[config.mk]
export PLATFORM = sky130hd
export DESIGN_NAME = mrs_sequencer
export DESIGN_NICKNAME = d
export VERILOG_FILES = /design/src/rtl/mrs_seq_pkg.sv /design/src/rtl/mrs_idle_track.sv /design/src/rtl/mrs_odt_guard.sv /design/src/rtl/mrs_mod_timer.sv /design/src/rtl/mrs_sequencer.sv
export SDC_FILE = /design/constraint.sdc
export NUM_CORES = 1
export LEC_CHECK = 0
export BUFFER_PORTS_ARGS = -buffer_cell sky130_fd_sc_hd__buf_2
export CAP_MARGIN = 20
export CORE_UTILIZATION = 51
export DETAILED_ROUTE_END_ITERATION = 8
export PLACE_DENSITY = 0.87
export SLEW_MARGIN = 15
export SYNTH_ARGS = -nofsm -noshare
export SYNTH_HDL_FRONTEND = slang
export SYNTH_SLANG_ARGS = --single-unit
export TNS_END_PERCENT = 10
[constraint.sdc]
create_clock -name clk_i -period 2.3 [get_ports clk_i]
set_input_delay 0.115 -clock clk_i [delete_from_list [all_inputs] [get_ports clk_i]]
set_output_delay 0.115 -clock clk_i [all_outputs]
set_load 0.005 [all_outputs]
[src/rtl/mrs_seq_pkg.sv]
package mrs_seq_pkg;

  typedef enum logic [2:0] {
    ST_IDLE,
    ST_WAIT,
    ST_ISSUE,
    ST_MOD,
    ST_DONE
  } seq_st_e;

  typedef struct packed {
    logic cs_n;
    logic ras_n;
    logic cas_n;
    logic we_n;
  } cmd_pins_t;

  localparam cmd_pins_t CMD_DES = '{cs_n: 1'b1, ras_n: 1'b1, cas_n: 1'b1, we_n: 1'b1};
  localparam cmd_pins_t CMD_NOP = '{cs_n: 1'b0, ras_n: 1'b1, cas_n: 1'b1, we_n: 1'b1};
  localparam cmd_pins_t CMD_MRS = '{cs_n: 1'b0, ras_n: 1'b0, cas_n: 1'b0, we_n: 1'b0};

endpackage

[src/rtl/mrs_idle_track.sv]
module mrs_idle_track #(
  parameter int CNT_W = 8
) (
  input  logic             clk_i,
  input  logic             rst_ni,
  input  logic             pre_issue_i,
  input  logic [CNT_W-1:0] trp_cyc_i,
  input  logic             banks_idle_i,
  input  logic             burst_active_i,
  input  logic             cke_i,
  output logic             mem_ok_o
);

  logic [CNT_W-1:0] trp_q;

  always_ff @(posedge clk_i or negedge rst_ni) begin
    if (!rst_ni) begin
      trp_q <= '0;
    end else if (pre_issue_i) begin
      trp_q <= (trp_cyc_i == '0) ? '0 : trp_cyc_i - CNT_W'(1);
    end else if (trp_q != '0) begin
      trp_q <= trp_q - CNT_W'(1);
    end
  end

  assign mem_ok_o = banks_idle_i & ~burst_active_i & cke_i & ~pre_issue_i & (trp_q == '0);

  a_r4_trp_block: assert property (@(posedge clk_i) disable iff (!rst_ni)
    (pre_issue_i && trp_cyc_i > CNT_W'(1)) |=> !mem_ok_o);

endmodule

[src/rtl/mrs_odt_guard.sv]
module mrs_odt_guard #(
  parameter int CNT_W = 8
) (
  input  logic             clk_i,
  input  logic             rst_ni,
  input  logic             odt_req_i,
  input  logic             hold_i,
  input  logic [CNT_W-1:0] loff_i,
  input  logic             mrs_i,
  output logic             odt_o,
  output logic             guard_ok_o
);

  localparam logic [CNT_W-1:0] CNT_MAX = {CNT_W{1'b1}};

  logic [CNT_W-1:0] low_q;

  assign odt_o = hold_i ? 1'b0 : odt_req_i;

  // consecutive low cycles before the current one
  always_ff @(posedge clk_i or negedge rst_ni) begin
    if (!rst_ni) begin
      low_q <= '0;
    end else if (odt_o) begin
      low_q <= '0;
    end else if (low_q != CNT_MAX) begin
      low_q <= low_q + CNT_W'(1);
    end
  end

  // current cycle is low too, so low_q >= loff gives loff+1 lows before the command
  assign guard_ok_o = !hold_i || (low_q >= loff_i);

  a_r8_guard_len: assert property (@(posedge clk_i) disable iff (!rst_ni)
    (mrs_i && hold_i) |-> (!odt_o && !$past(odt_o) && $past(low_q) >= $past(loff_i)));

endmodule

[src/rtl/mrs_mod_timer.sv]
module mrs_mod_timer #(
  parameter int CNT_W = 8
) (
  input  logic             clk_i,
  input  logic             rst_ni,
  input  logic             start_i,
  input  logic [CNT_W-1:0] tmod_i,
  output logic             expire_o
);

  logic [CNT_W-1:0] cnt_q;

  always_ff @(posedge clk_i or negedge rst_ni) begin
    if (!rst_ni) begin
      cnt_q <= '0;
    end else if (start_i) begin
      cnt_q <= tmod_i;
    end else if (cnt_q != '0) begin
      cnt_q <= cnt_q - CNT_W'(1);
    end
  end

  // high in the last cycle before done
  assign expire_o = start_i ? (tmod_i <= CNT_W'(1)) : (cnt_q <= CNT_W'(2));

  a_r6_tmod_min: assert property (@(posedge clk_i) disable iff (!rst_ni)
    (start_i && tmod_i > CNT_W'(2)) |=> !expire_o);

endmodule

[src/rtl/mrs_sequencer.sv]
module mrs_sequencer
  import mrs_seq_pkg::*;
#(
  parameter int BA_W    = 3,
  parameter int ADDR_W  = 14,
  parameter int VAL_W   = 16,
  parameter int CNT_W   = 8,
  parameter int RTT_REG = 1,
  parameter logic [VAL_W-1:0] RTT_MASK = 16'h0244
) (
  input  logic              clk_i,
  input  logic              rst_ni,
  input  logic              req_valid_i,
  output logic              req_ready_o,
  input  logic [BA_W-1:0]   req_sel_i,
  input  logic [VAL_W-1:0]  req_val_i,
  input  logic [CNT_W-1:0]  tmod_cyc_i,
  input  logic [CNT_W-1:0]  odtloff_cyc_i,
  input  logic [CNT_W-1:0]  trp_cyc_i,
  input  logic              pre_issue_i,
  input  logic              banks_idle_i,
  input  logic              burst_active_i,
  input  logic              cke_i,
  input  logic              odt_req_i,
  output logic              odt_o,
  output logic              cs_n_o,
  output logic              ras_n_o,
  output logic              cas_n_o,
  output logic              we_n_o,
  output logic [BA_W-1:0]   ba_o,
  output logic [ADDR_W-1:0] addr_o,
  output logic              done_o
);

  localparam logic [BA_W-1:0] RTT_SEL = BA_W'(RTT_REG);

  seq_st_e          st_q, st_d;
  logic [BA_W-1:0]  sel_q;
  logic [VAL_W-1:0] val_q;
  logic             rtt_q;
  logic             is_rtt_reg, new_en, rule, hold;
  logic             mem_ok, guard_ok, expire;
  cmd_pins_t        cmd;

  assign is_rtt_reg = (sel_q == RTT_SEL);
  assign new_en     = is_rtt_reg ? |(val_q & RTT_MASK) : rtt_q;
  assign rule       = rtt_q | new_en;
  assign hold       = rule && (st_q == ST_WAIT || st_q == ST_ISSUE || st_q == ST_MOD);

  mrs_idle_track #(.CNT_W(CNT_W)) u_idle (
    .clk_i          (clk_i),
    .rst_ni         (rst_ni),
    .pre_issue_i    (pre_issue_i),
    .trp_cyc_i      (trp_cyc_i),
    .banks_idle_i   (banks_idle_i),
    .burst_active_i (burst_active_i),
    .cke_i          (cke_i),
    .mem_ok_o       (mem_ok)
  );

  mrs_odt_guard #(.CNT_W(CNT_W)) u_odt (
    .clk_i      (clk_i),
    .rst_ni     (rst_ni),
    .odt_req_i  (odt_req_i),
    .hold_i     (hold),
    .loff_i     (odtloff_cyc_i),
    .mrs_i      (st_q == ST_ISSUE),
    .odt_o      (odt_o),
    .guard_ok_o (guard_ok)
  );

  mrs_mod_timer #(.CNT_W(CNT_W)) u_mod (
    .clk_i    (clk_i),
    .rst_ni   (rst_ni),
    .start_i  (st_q == ST_ISSUE),
    .tmod_i   (tmod_cyc_i),
    .expire_o (expire)
  );

  always_comb begin
    st_d = st_q;
    unique case (st_q)
      ST_IDLE:  if (req_valid_i) st_d = ST_WAIT;
      ST_WAIT:  if (mem_ok && guard_ok) st_d = ST_ISSUE;
      ST_ISSUE: st_d = expire ? ST_DONE : ST_MOD;
      ST_MOD:   if (expire) st_d = ST_DONE;
      ST_DONE:  st_d = ST_IDLE;
      default:  st_d = ST_IDLE;
    endcase
  end

  always_ff @(posedge clk_i or negedge rst_ni) begin
    if (!rst_ni) begin
      st_q  <= ST_IDLE;
      sel_q <= '0;
      val_q <= '0;
      rtt_q <= 1'b0;
    end else begin
      st_q <= st_d;
      if (st_q == ST_IDLE && req_valid_i) begin
        sel_q <= req_sel_i;
        val_q <= req_val_i;
      end
      // old setting must stay visible until the delay has run out
      if (st_q == ST_DONE && is_rtt_reg) rtt_q <= new_en;
    end
  end

  always_comb begin
    unique case (st_q)
      ST_ISSUE: cmd = CMD_MRS;
      ST_MOD:   cmd = CMD_NOP;
      default:  cmd = CMD_DES;
    endcase
  end

  assign cs_n_o      = cmd.cs_n;
  assign ras_n_o     = cmd.ras_n;
  assign cas_n_o     = cmd.cas_n;
  assign we_n_o      = cmd.we_n;
  assign ba_o        = (st_q == ST_ISSUE) ? sel_q : '0;
  assign addr_o      = (st_q == ST_ISSUE) ? val_q[ADDR_W-1:0] : '0;
  assign req_ready_o = (st_q == ST_IDLE);
  assign done_o      = (st_q == ST_DONE);

  a_r3_idle_gate: assert property (@(posedge clk_i) disable iff (!rst_ni)
    (!cs_n_o && !ras_n_o && !cas_n_o && !we_n_o) |->
      $past(banks_idle_i && !burst_active_i && cke_i));

  a_r2_single_mrs: assert property (@(posedge clk_i) disable iff (!rst_ni)
    (!cs_n_o && !ras_n_o) |=> !(!cs_n_o && !ras_n_o));

  a_r6_done_pulse: assert property (@(posedge clk_i) disable iff (!rst_ni)
    done_o |=> (!done_o && req_ready_o));

  a_r11_idle_deselect: assert property (@(posedge clk_i) disable iff (!rst_ni)
    req_ready_o |-> cs_n_o);

endmodule

==> results of run 1 <==
## where the power goes
part	total [mW]	leakage (nW)	switching, mW	internal [mW]
Combinational	1.20	0.985	0.594	0.607
Sequential	1.38	0.551	0.277	1.10
Clock	0.608	0.0543	0.283	0.325
## final cells by class
type                       instances  area share (%)
clock buffer                       5           2.098
clock inverter                     3           1.412
inverter                          19           2.175
multi-input combinational        197           44.49
sequential                        45           34.34
tap                               70           2.671
timing repair buffer              78           12.82
## stage by stage
step                      cell area (um2)  power [mW]
after global routing                 3279       3.431
after global placement               3134       2.476
after CTS                            3249       3.206
final                                3279       3.186
after detailed placement             3134       2.587
after floorplan                      2714       2.183
## worst max-delay path, delay by kind of cell (launching register included)
kind / cells / cell delay (ns)
AOI/OAI and AO/OA: 1 / 0.15
and+or+nand+nor: 3 / 1.10
DFF: 1 / 0.44
muxes: 1 / 0.35
## Yosys cell counts, types with 3 or more instances
master                     number  area share [%]
sky130_fd_sc_hd__inv_1         18             2.5
sky130_fd_sc_hd__clkbuf_1       6            0.83
sky130_fd_sc_hd__ha_1          15             6.9
sky130_fd_sc_hd__nand3_1        7             1.3
sky130_fd_sc_hd__xor2_1         8             2.6
sky130_fd_sc_hd__dfrtp_1       45              41
sky130_fd_sc_hd__and3_1         4            0.92
sky130_fd_sc_hd__and2_1        20             4.6
sky130_fd_sc_hd__xnor2_1       10             3.2
sky130_fd_sc_hd__o21ai_0        4            0.74
sky130_fd_sc_hd__o31ai_1        5             1.4
sky130_fd_sc_hd__nor2_1        27             3.7
sky130_fd_sc_hd__or4_4          4             1.7
sky130_fd_sc_hd__a21oi_1       10             1.8
sky130_fd_sc_hd__a31oi_1        3            0.69
sky130_fd_sc_hd__or4_1          3            0.83
sky130_fd_sc_hd__nor3_1         9             1.7
sky130_fd_sc_hd__nor3b_1        5             1.4
sky130_fd_sc_hd__nand2_1        5            0.69
sky130_fd_sc_hd__o22a_1         3            0.97
sky130_fd_sc_hd__nor4_1         4            0.92
sky130_fd_sc_hd__buf_2          4            0.74
sky130_fd_sc_hd__a211oi_1       3            0.83
sky130_fd_sc_hd__mux2_1        18             7.5
## path summary, 6_finish.rpt
check / depth (start not counted) / slack, ns / start / end
worst max register to register: 5 / 0.19 / u_mod.cnt_q[2] / u_mod.cnt_q[1]
worst max-delay path: 5 / 0.19 / u_mod.cnt_q[2] / u_mod.cnt_q[1]
min in group asynchronous: 2 / 0.22 / rst_ni / u_odt.low_q[6]
worst min register to register: 1 / 0.48 / val_q[11] / val_q[11]
worst min-delay path: 2 / 0.02 / req_val_i[9] / val_q[9]
max in group asynchronous: 3 / 1.62 / rst_ni / u_mod.cnt_q[6]
## flip-flops by register name, summed over array words and instances, names as in the netlist
register and cells:
u_idle.trp_q 8, st_q 3, val_q 14, sel_q 3
u_mod.cnt_q 8, rtt_q 1, u_odt.low_q 8
## layer usage
layer	vias to the layer above	track usage (%)	wire, um
li1	1111	-	-
met4	0	9.015	107
met5	-	0	0
met3	13	4.150	205
met1	1100	25.15	2364
met2	48	39.64	3258
## cells by family (layout without fill, tap and decap cells)
logic type / after synthesis / in the layout / synth area share (%)
and+or+nand+nor: 100 / 100 / 21.53
AOI/OAI and AO/OA: 45 / 45 / 11.67
DFF: 45 / 45 / 41.49
buffers and inverters: 31 / 105 / 4.748
muxes: 19 / 19 / 7.838
xor gates and xnor gates: 18 / 18 / 5.809
adders and majority gates: 15 / 15 / 6.916
## repair_timing
action	4_1_cts	5_1_grt
hold buffers	0	1
endpoints found under the hold margin	0	10
endpoints found under the setup margin	0	0
==> run metrics, run 1 <==
outcome finished clean; number of storage elements in the synthesis netlist 45; Antenna Diode Count 0; maximum ir drop on the vdd rail 0.0004427 V; share of the clock period used by the worst path 91.74%; overall via count from detail_route 2272; number of cell rows 26; cts bufs inserted 5; most common cell after layout, fill and taps aside sky130_fd_sc_hd__buf_2; crit path setup slack, layout 0.1900 ns; starting DRC count in detailed routing 129; final-layout worst hold slack 0.02287 ns; portion of the post-synthesis area used by sequential elements 41.49%; total clock sinks 45; kind of end point of the critical path register; total number of H-tree levels 2; maximum capacitance violations 0; Leak Pwr 1.591 nW; I/O pin count 75; cells after synthesis 273; average wire per cell in the routed design 14.24 um; Critical Path, Cell by Cell or4_4 > nor3_2 > and2_1 > mux2_1 > a21oi_1; number of filler instances in the final layout 441; endpoint required time on the critical path 2.53 ns; utilization after layout 64.21%; ratio of cells with drive above 1 in the final layout 28.24%; Detail Route Antenna Nets 0; clock insertion delay at the later pin of the skew report 0.30 ns; Post-synth top flop sky130_fd_sc_hd__dfrtp_1; detailed-router iteration count before antenna repair 4; average instance area after synthesis 9.941 um2; Synth Warn # 0; final layout net count 412; number of global-route vias before repair 2131; Core ar. 5107 um2; port buffer count 72; GRT overflow 0; drt drc 0; Inst Count DP 407; kind of critical path reg -> reg; number of flops mapped to enable cells by yosys 0; async set-or-reset flop fraction in the synthesized netlist 100.0%; critical path arrival 2.34 ns; Setup TNS 0 ns; synthesized netlist net count 339; Register Area 1126 um2; delay of the slowest cell on the worst path 0.59 ns; clock-pin slew on the worst setup and hold paths 0.09 ns; maximum clock path buffer count 2; post-CTS setup buffers 0; wire length of the first global-routing pass 9094 um; placement-stage worst setup slack 0.2455 ns; width of the chip 74.95 um; Layout Skew 0.002971 ns; Max Fanout on Critical Path 6; path category of the worst min-delay check in -> reg; total detailed-routing wirelength 5936 um; Die ar. 5617 um2; number of failing hold endpoints at the final stage 0; fin crit period 2.110 ns; TritonCTS clock tree done; element type at the critical path start register; Final Non-Filler Cells 417; setup violation total in the final timing report 0; Slew @ Worst Pin 0.4806 ns; vias per inst 5.448; number of antenna violations at the first check in global routing 0; GP Congestion 0.8242; upper clock frequency limit 473.9 MHz; # resized after CTS 0; Area Overhead vs Synth 20.84%; effective utilization at floorplan 53.14%; setup repair after global routing missed its margin false; pin count of the biggest net entering global routing 46; area of the multi-input gates 1459 um2; P per Cell Area 971.6 nW/um2; GRT Overall Usage 21.82%; Final Max Tran Viols 0; DP HPWL 4523 um; commonest non-fill, non-tap cells in the layout sky130_fd_sc_hd__buf_2, sky130_fd_sc_hd__dfrtp_1, sky130_fd_sc_hd__nor2_1; root buf cell sky130_fd_sc_hd__clkbuf_8; cell at the slowest stage of the critical path sky130_fd_sc_hd__or4_4; Slew Limit Headroom 67.72%; Post-Synthesis Cell Area 2714 um2; number of distinct library cell variants in the gate-level netlist after synthesis 46; die span in y 74.95 um
Power figures use the tool's default switching activity.
==> run 2, diff against run 1 <==
--- a/config.mk
+++ b/config.mk
@@ -10,5 +10,5 @@
 export CORE_UTILIZATION = 51
 export DETAILED_ROUTE_END_ITERATION = 8
-export PLACE_DENSITY = 0.87
+export PLACE_DENSITY = 0.81
 export SLEW_MARGIN = 15
 export SYNTH_ARGS = -nofsm -noshare
==> constraint.sdc (replaced) <==
create_clock -name clk_i -period 2.3 [get_ports clk_i]
set_input_delay 0.46 -clock clk_i [delete_from_list [all_inputs] [get_ports clk_i]]
set_output_delay 0.46 -clock clk_i [all_outputs]
set_load 0.005 [all_outputs]
==> run 2 against run 1 <==
Power fell by 4.3%. Worst hold slack gained 0.10 ns. Worst setup slack worse by 0.071 ns. Critical path depth is 1 lower. First-iteration DRC count rose by 1.6%. Via count decreased by 1.8%. Design area fell by 0.88%. Non-clock buffer count grew 1. Critical path type is now reg -> out. Critical endpoint is now odt_o. Largest cell class unchanged. Largest power group unchanged. Highest routed layer unchanged.
==> run metrics, run 2 (synthesis results as in run 1) <==
wire length of the first global-routing pass 8756 um (-3.7%); element type at the critical path start register; Layout Skew 0.01139 ns (+0.008421 ns); Antenna Diode Count 0 (unchanged); number of flip-flops in the largest register 14 (unchanged); fin crit period 2.181 ns (+0.07139 ns); detailed-router iteration count before antenna repair 4 (unchanged); final layout net count 413 (+0.24%); number of cell rows 26 (unchanged); port buffer count 72 (unchanged); average wire per cell in the routed design 13.19 um (-7.3%); most common cell after layout, fill and taps aside sky130_fd_sc_hd__buf_2; upper clock frequency limit 458.4 MHz (-3.3%); ratio of cells with drive above 1 in the final layout 28.74% (+0.49 points); Leak Pwr 1.582 nW (-0.54%); delay of the slowest cell on the worst path 0.52 ns (-0.07 ns); TritonCTS clock tree done; post-CTS setup buffers 0 (unchanged); die span in y 74.95 um (unchanged); Slew Limit Headroom 63.55% (-4.2 points); Final Max Tran Viols 0 (unchanged); Area Overhead vs Synth 19.78%; outcome finished clean; maximum capacitance violations 0 (unchanged); clock-pin slew on the worst setup and hold paths 0.10 ns (about the same); number of global-route vias before repair 2025 (-5.0%); Die ar. 5617 um2 (unchanged); Slew @ Worst Pin 0.5467 ns (+0.06612 ns); root buf cell sky130_fd_sc_hd__clkbuf_8; cell type group with the largest total delay on the critical path simple AND/OR/NAND/NOR gates; GP Congestion 0.8283 (+0.50%); clock insertion delay at the later pin of the skew report 0.31 ns (about the same); overall via count from detail_route 2230 (-1.8%); commonest non-fill, non-tap cells in the layout sky130_fd_sc_hd__buf_2, sky130_fd_sc_hd__dfrtp_1, sky130_fd_sc_hd__nor2_1; Post-CTS Hold Buffers 0 (unchanged); vias per inst 5.335 (-2.1%); pin count of the biggest net entering global routing 28 (-39%); Max Fanout on Critical Path 4 (-2); kind of end point of the critical path output pin; share of the clock period used by the worst path 94.84% (+3.1 points); Most flops, register val_q; Critical R2R Capture u_idle.trp_q[0]; drt drc 0 (unchanged); P per Cell Area 938.4 nW/um2 (-3.4%); maximum ir drop on the vdd rail 0.0004254 V (-3.9%); width of the chip 74.95 um (unchanged); setup repair after global routing missed its margin false; kind of critical path reg -> out; effective utilization at floorplan 53.14% (unchanged); DP HPWL 4383 um (-3.1%); I/O pin count 75 (unchanged); final-layout worst hold slack 0.1250 ns (+0.1022 ns); number of failing hold endpoints at the final stage 0 (unchanged); total detailed-routing wirelength 5515 um (-7.1%); total number of H-tree levels 2 (unchanged); critical path arrival 1.72 ns (-0.62 ns); Crit Reg-Reg Startpoint u_idle.trp_q[5]; Setup TNS 0 ns (unchanged); Core ar. 5107 um2 (unchanged); GRT overflow 0 (unchanged); Critical Path, Cell by Cell or4_1 > o211ai_1 > and2_1 > buf_2; Detail Route Antenna Nets 0 (unchanged); number of filler instances in the final layout 452 (+2.5%); endpoint required time on the critical path 1.84 ns (-0.69 ns); number of antenna violations at the first check in global routing 0 (unchanged); setup violation total in the final timing report 0 (unchanged); path category of the worst min-delay check in -> async; maximum clock path buffer count 2 (unchanged); # resized after CTS 0 (unchanged); count of buffering cells on the critical path with inverters included 1 (+1); minimum setup slack among reg-to-reg paths 0.42 ns (+0.23 ns); total clock sinks 45 (unchanged); cts bufs inserted 5 (unchanged); GRT Overall Usage 20.46% (-1.4 points); starting DRC count in detailed routing 131 (+1.6%); cell count of the worst reg-to-reg path 4 (-1); cell at the slowest stage of the critical path sky130_fd_sc_hd__or4_1
[run 2: power by group]
part           internal, mW  total (mW)  switching, mW
logic                 0.603        1.17          0.567
clock network         0.219       0.510          0.290
registers              1.10        1.37          0.270
total                  1.92        3.05           1.13
[run 2: metrics by stage]
stage | std cells | utilization, % | cell area [um2] | power (mW) | worst slack [ns]
finish | 418 | 63.65 | 3251 | 3.050 | 0.1186
global route | 418 | 63.65 | 3251 | 3.292 | 0.05177
CTS | 418 | 63.65 | 3251 | 3.071 | 0.1023
detailed placement | 410 | 61.81 | 3157 | 2.564 | 0.3584
global placement | 410 | 61.81 | 3157 | 2.490 | 0.3799
floorplan | 273 | - | 2714 | 2.183 | 0.4512
[run 2: worst register-to-register path, stage by stage (launching register included)]
cell	delay, ns
sky130_fd_sc_hd__dfrtp_1	0.41
sky130_fd_sc_hd__or4_4	0.60
sky130_fd_sc_hd__or4_4	0.53
sky130_fd_sc_hd__o221a_2	0.15
sky130_fd_sc_hd__a21oi_2	0.12
[run 2: final cells by class]
cell class,instances,area (um2),area share (%)
Multi-Input combinational cell,197,1459,44.88
Sequential cell,45,1126,34.64
Timing Repair Buffer,79,412.9,12.70
Tap cell,70,87.58,2.694
Inverter,19,71.32,2.194
Clock buffer,5,68.82,2.117
Clock inverter,3,25.02,0.7698
[run 2: routing by layer]
layer  track usage, %  routed length [um]  vias to the layer above
li1                 -                   -                     1109
met1            26.23                2478                     1068
met2            34.93                2772                       49
met3            4.953                 216                        4
met4            5.031                  48                        0
met5                0                   0                        -
[run 2: worst max path at each step]
stage | start | to | cells past startpoint
after floorplan | u_mod.cnt_q[2] | u_mod.cnt_q[1] | 6
after global placement | tmod_cyc_i[4] | st_q[1] | 5
after detailed placement | tmod_cyc_i[4] | st_q[1] | 5
after CTS | val_q[2] | odt_o | 4
after global routing | val_q[2] | odt_o | 4
final | val_q[2] | odt_o | 4
==> run 3, diff against run 2 <==
- BUFFER_PORTS_ARGS: -buffer_cell sky130_fd_sc_hd__buf_2 -> -buffer_cell sky130_fd_sc_hd__buf_4
==> run 3 against run 2 <==
Via count fell by 0.94%. Largest cell class unchanged. Largest power group unchanged. Combinational power rose by 7%. Clock power rose by 42%. Maximum frequency rose by 0.16%. Sequential share of layout area fell by 2.1 points. Register-to-register slack improved by 0.02 ns. Design area rose by 6.4%. Die area did not move. Worst setup slack improved by 0.0034 ns. Highest routed layer unchanged. Critical path depth did not move. Sequential power barely moved.
==> run metrics, run 3 (synthesis results as in run 1) <==
outcome finished clean; number of filler instances in the final layout 406 (-10%); final layout net count 411 (-0.48%); Slew Limit Headroom 62.30% (-1.3 points); cell count of the worst reg-to-reg path 5 (+1); Die ar. 5617 um2 (unchanged); vias per inst 5.310 (-0.47%); GRT Overall Usage 21.08% (+0.61 points); cell type group with the largest total delay on the critical path simple AND/OR/NAND/NOR gates; count of buffering cells on the critical path with inverters included 1 (unchanged); kind of end point of the critical path output pin; maximum capacitance violations 0 (unchanged); I/O pin count 75 (unchanged); total clock sinks 45 (unchanged); Inst Count DP 408 (-0.49%); clock-pin slew on the worst setup and hold paths 0.09 ns (about the same); Most flops, register val_q; total detailed-routing wirelength 5617 um (+1.8%); DP HPWL 4234 um (-3.4%); average wire per cell in the routed design 13.50 um (+2.3%); number of global-route vias before repair 2098 (+3.6%); Critical R2R Capture st_q[1]; GRT overflow 0 (unchanged); number of flip-flops in the largest register 14 (unchanged); minimum setup slack among reg-to-reg paths 0.44 ns (+0.02 ns); commonest non-fill, non-tap cells in the layout sky130_fd_sc_hd__buf_4, sky130_fd_sc_hd__dfrtp_1, sky130_fd_sc_hd__nor2_1; Crit Reg-Reg Startpoint u_idle.trp_q[2]; die span in y 74.95 um (unchanged); Max Fanout on Critical Path 4 (unchanged); Final Max Tran Viols 0 (unchanged); root buf cell sky130_fd_sc_hd__clkbuf_8; element type at the critical path start register; Slew @ Worst Pin 0.5655 ns (+0.01880 ns); Leak Pwr 1.645 nW (+3.9%); path category of the worst min-delay check in -> async; effective utilization at floorplan 53.14% (unchanged); Critical Path, Cell by Cell or4_1 > o211ai_1 > and2_1 > buf_4; ratio of cells with drive above 1 in the final layout 28.32% (-0.41 points); width of the chip 74.95 um (unchanged); Post-CTS Hold Buffers 0 (unchanged); setup repair after global routing missed its margin false; number of cell rows 26 (unchanged); # resized after CTS 0 (unchanged); drt drc 0 (unchanged); most common cell after layout, fill and taps aside sky130_fd_sc_hd__buf_4; total number of H-tree levels 2 (unchanged); utilization after layout 67.74% (+4.1 points); Detail Route Antenna Nets 0 (unchanged); post-CTS setup buffers 0 (unchanged); critical path arrival 1.72 ns (about the same); GP Congestion 0.8381 (+1.2%); number of antenna violations at the first check in global routing 0 (unchanged); port buffer count 72 (unchanged); share of the clock period used by the worst path 94.70% (-0.15 points); delay of the slowest cell on the worst path 0.53 ns (about the same); pin count of the biggest net entering global routing 46 (+64%); cts bufs inserted 5 (unchanged); wire length of the first global-routing pass 9080 um (+3.7%); endpoint required time on the critical path 1.84 ns (about the same); cell at the slowest stage of the critical path sky130_fd_sc_hd__or4_1; Layout Skew 0.008137 ns (-0.003256 ns); Final Non-Filler Cells 416 (-0.48%); Core ar. 5107 um2 (unchanged); clock insertion delay at the later pin of the skew report 0.30 ns (about the same); Setup TNS 0 ns (unchanged); TritonCTS clock tree done; P per Cell Area 967.6 nW/um2 (+3.1%); Power, Total 3.348 mW (+9.7%); detailed-router iteration count before antenna repair 4 (unchanged); maximum clock path buffer count 2 (unchanged); kind of critical path reg -> out; upper clock frequency limit 459.1 MHz (+0.16%); Antenna Diode Count 0 (unchanged); starting DRC count in detailed routing 59 (-55%); fin crit period 2.178 ns (-0.003421 ns); setup violation total in the final timing report 0 (unchanged); Area Overhead vs Synth 27.48%; maximum ir drop on the vdd rail 0.0004383 V (+3.0%); overall via count from detail_route 2209 (-0.94%); number of failing hold endpoints at the final stage 0 (unchanged)
## run 3: cell type report
class | count | area, um2 | area share (%)
Clock buffer | 5 | 68.82 | 1.989
Clock inverter | 3 | 68.82 | 1.989
Inverter | 19 | 71.32 | 2.061
Multi-Input combinational cell | 197 | 1459 | 42.17
Sequential cell | 45 | 1126 | 32.55
Tap cell | 70 | 87.58 | 2.532
Timing Repair Buffer | 77 | 578.1 | 16.71
## run 3: worst max path at each step
| stage | from | end | cells past startpoint |
|---|---|---|---|
| after detailed placement | tmod_cyc_i[4] | st_q[1] | 5 |
| after CTS | val_q[2] | odt_o | 4 |
| after global routing | st_q[2] | ras_n_o | 5 |
| after floorplan | u_mod.cnt_q[2] | u_mod.cnt_q[1] | 6 |
| after global placement | tmod_cyc_i[4] | st_q[1] | 5 |
| final | val_q[2] | odt_o | 4 |
## run 3: layer usage
metal  vias up  wire [um]  track usage (%)
li1       1101          -                -
met1      1061       2488            26.67
met2        42       2911            37.54
met3         5        165            3.213
met4         0         52            5.660
met5         -          0                0
## run 3: power by group
group	total, mW	internal, mW	leakage, nW	switching [mW]
logic	1.25	0.672	1.03	0.577
registers	1.37	1.10	0.551	0.274
clock network	0.724	0.437	0.0687	0.287
## run 3: per-stage QoR
| stage | hold WS, ns | worst slack (ns) | instance area (um2) |
|---|---|---|---|
| 6_report | 0.1350 | 0.1220 | 3460 |
| 2_1_floorplan | 0.1644 | 0.4512 | 2714 |
| 5_1_grt | 0.1894 | 0.02987 | 3460 |
| 3_3_place_gp | 0.4584 | 0.3613 | 3322 |
| 4_1_cts | 0.1567 | 0.09665 | 3460 |
| 3_5_place_dp | 0.4705 | 0.3631 | 3322 |
## run 3: worst reg2reg max path, delay by kind of cell, from the launching register on
family,cells,cell delay [ns]
flip-flops,1,0.44
AO/OA/AOI/OAI,2,0.37
AND/OR/NAND/NOR,3,0.98
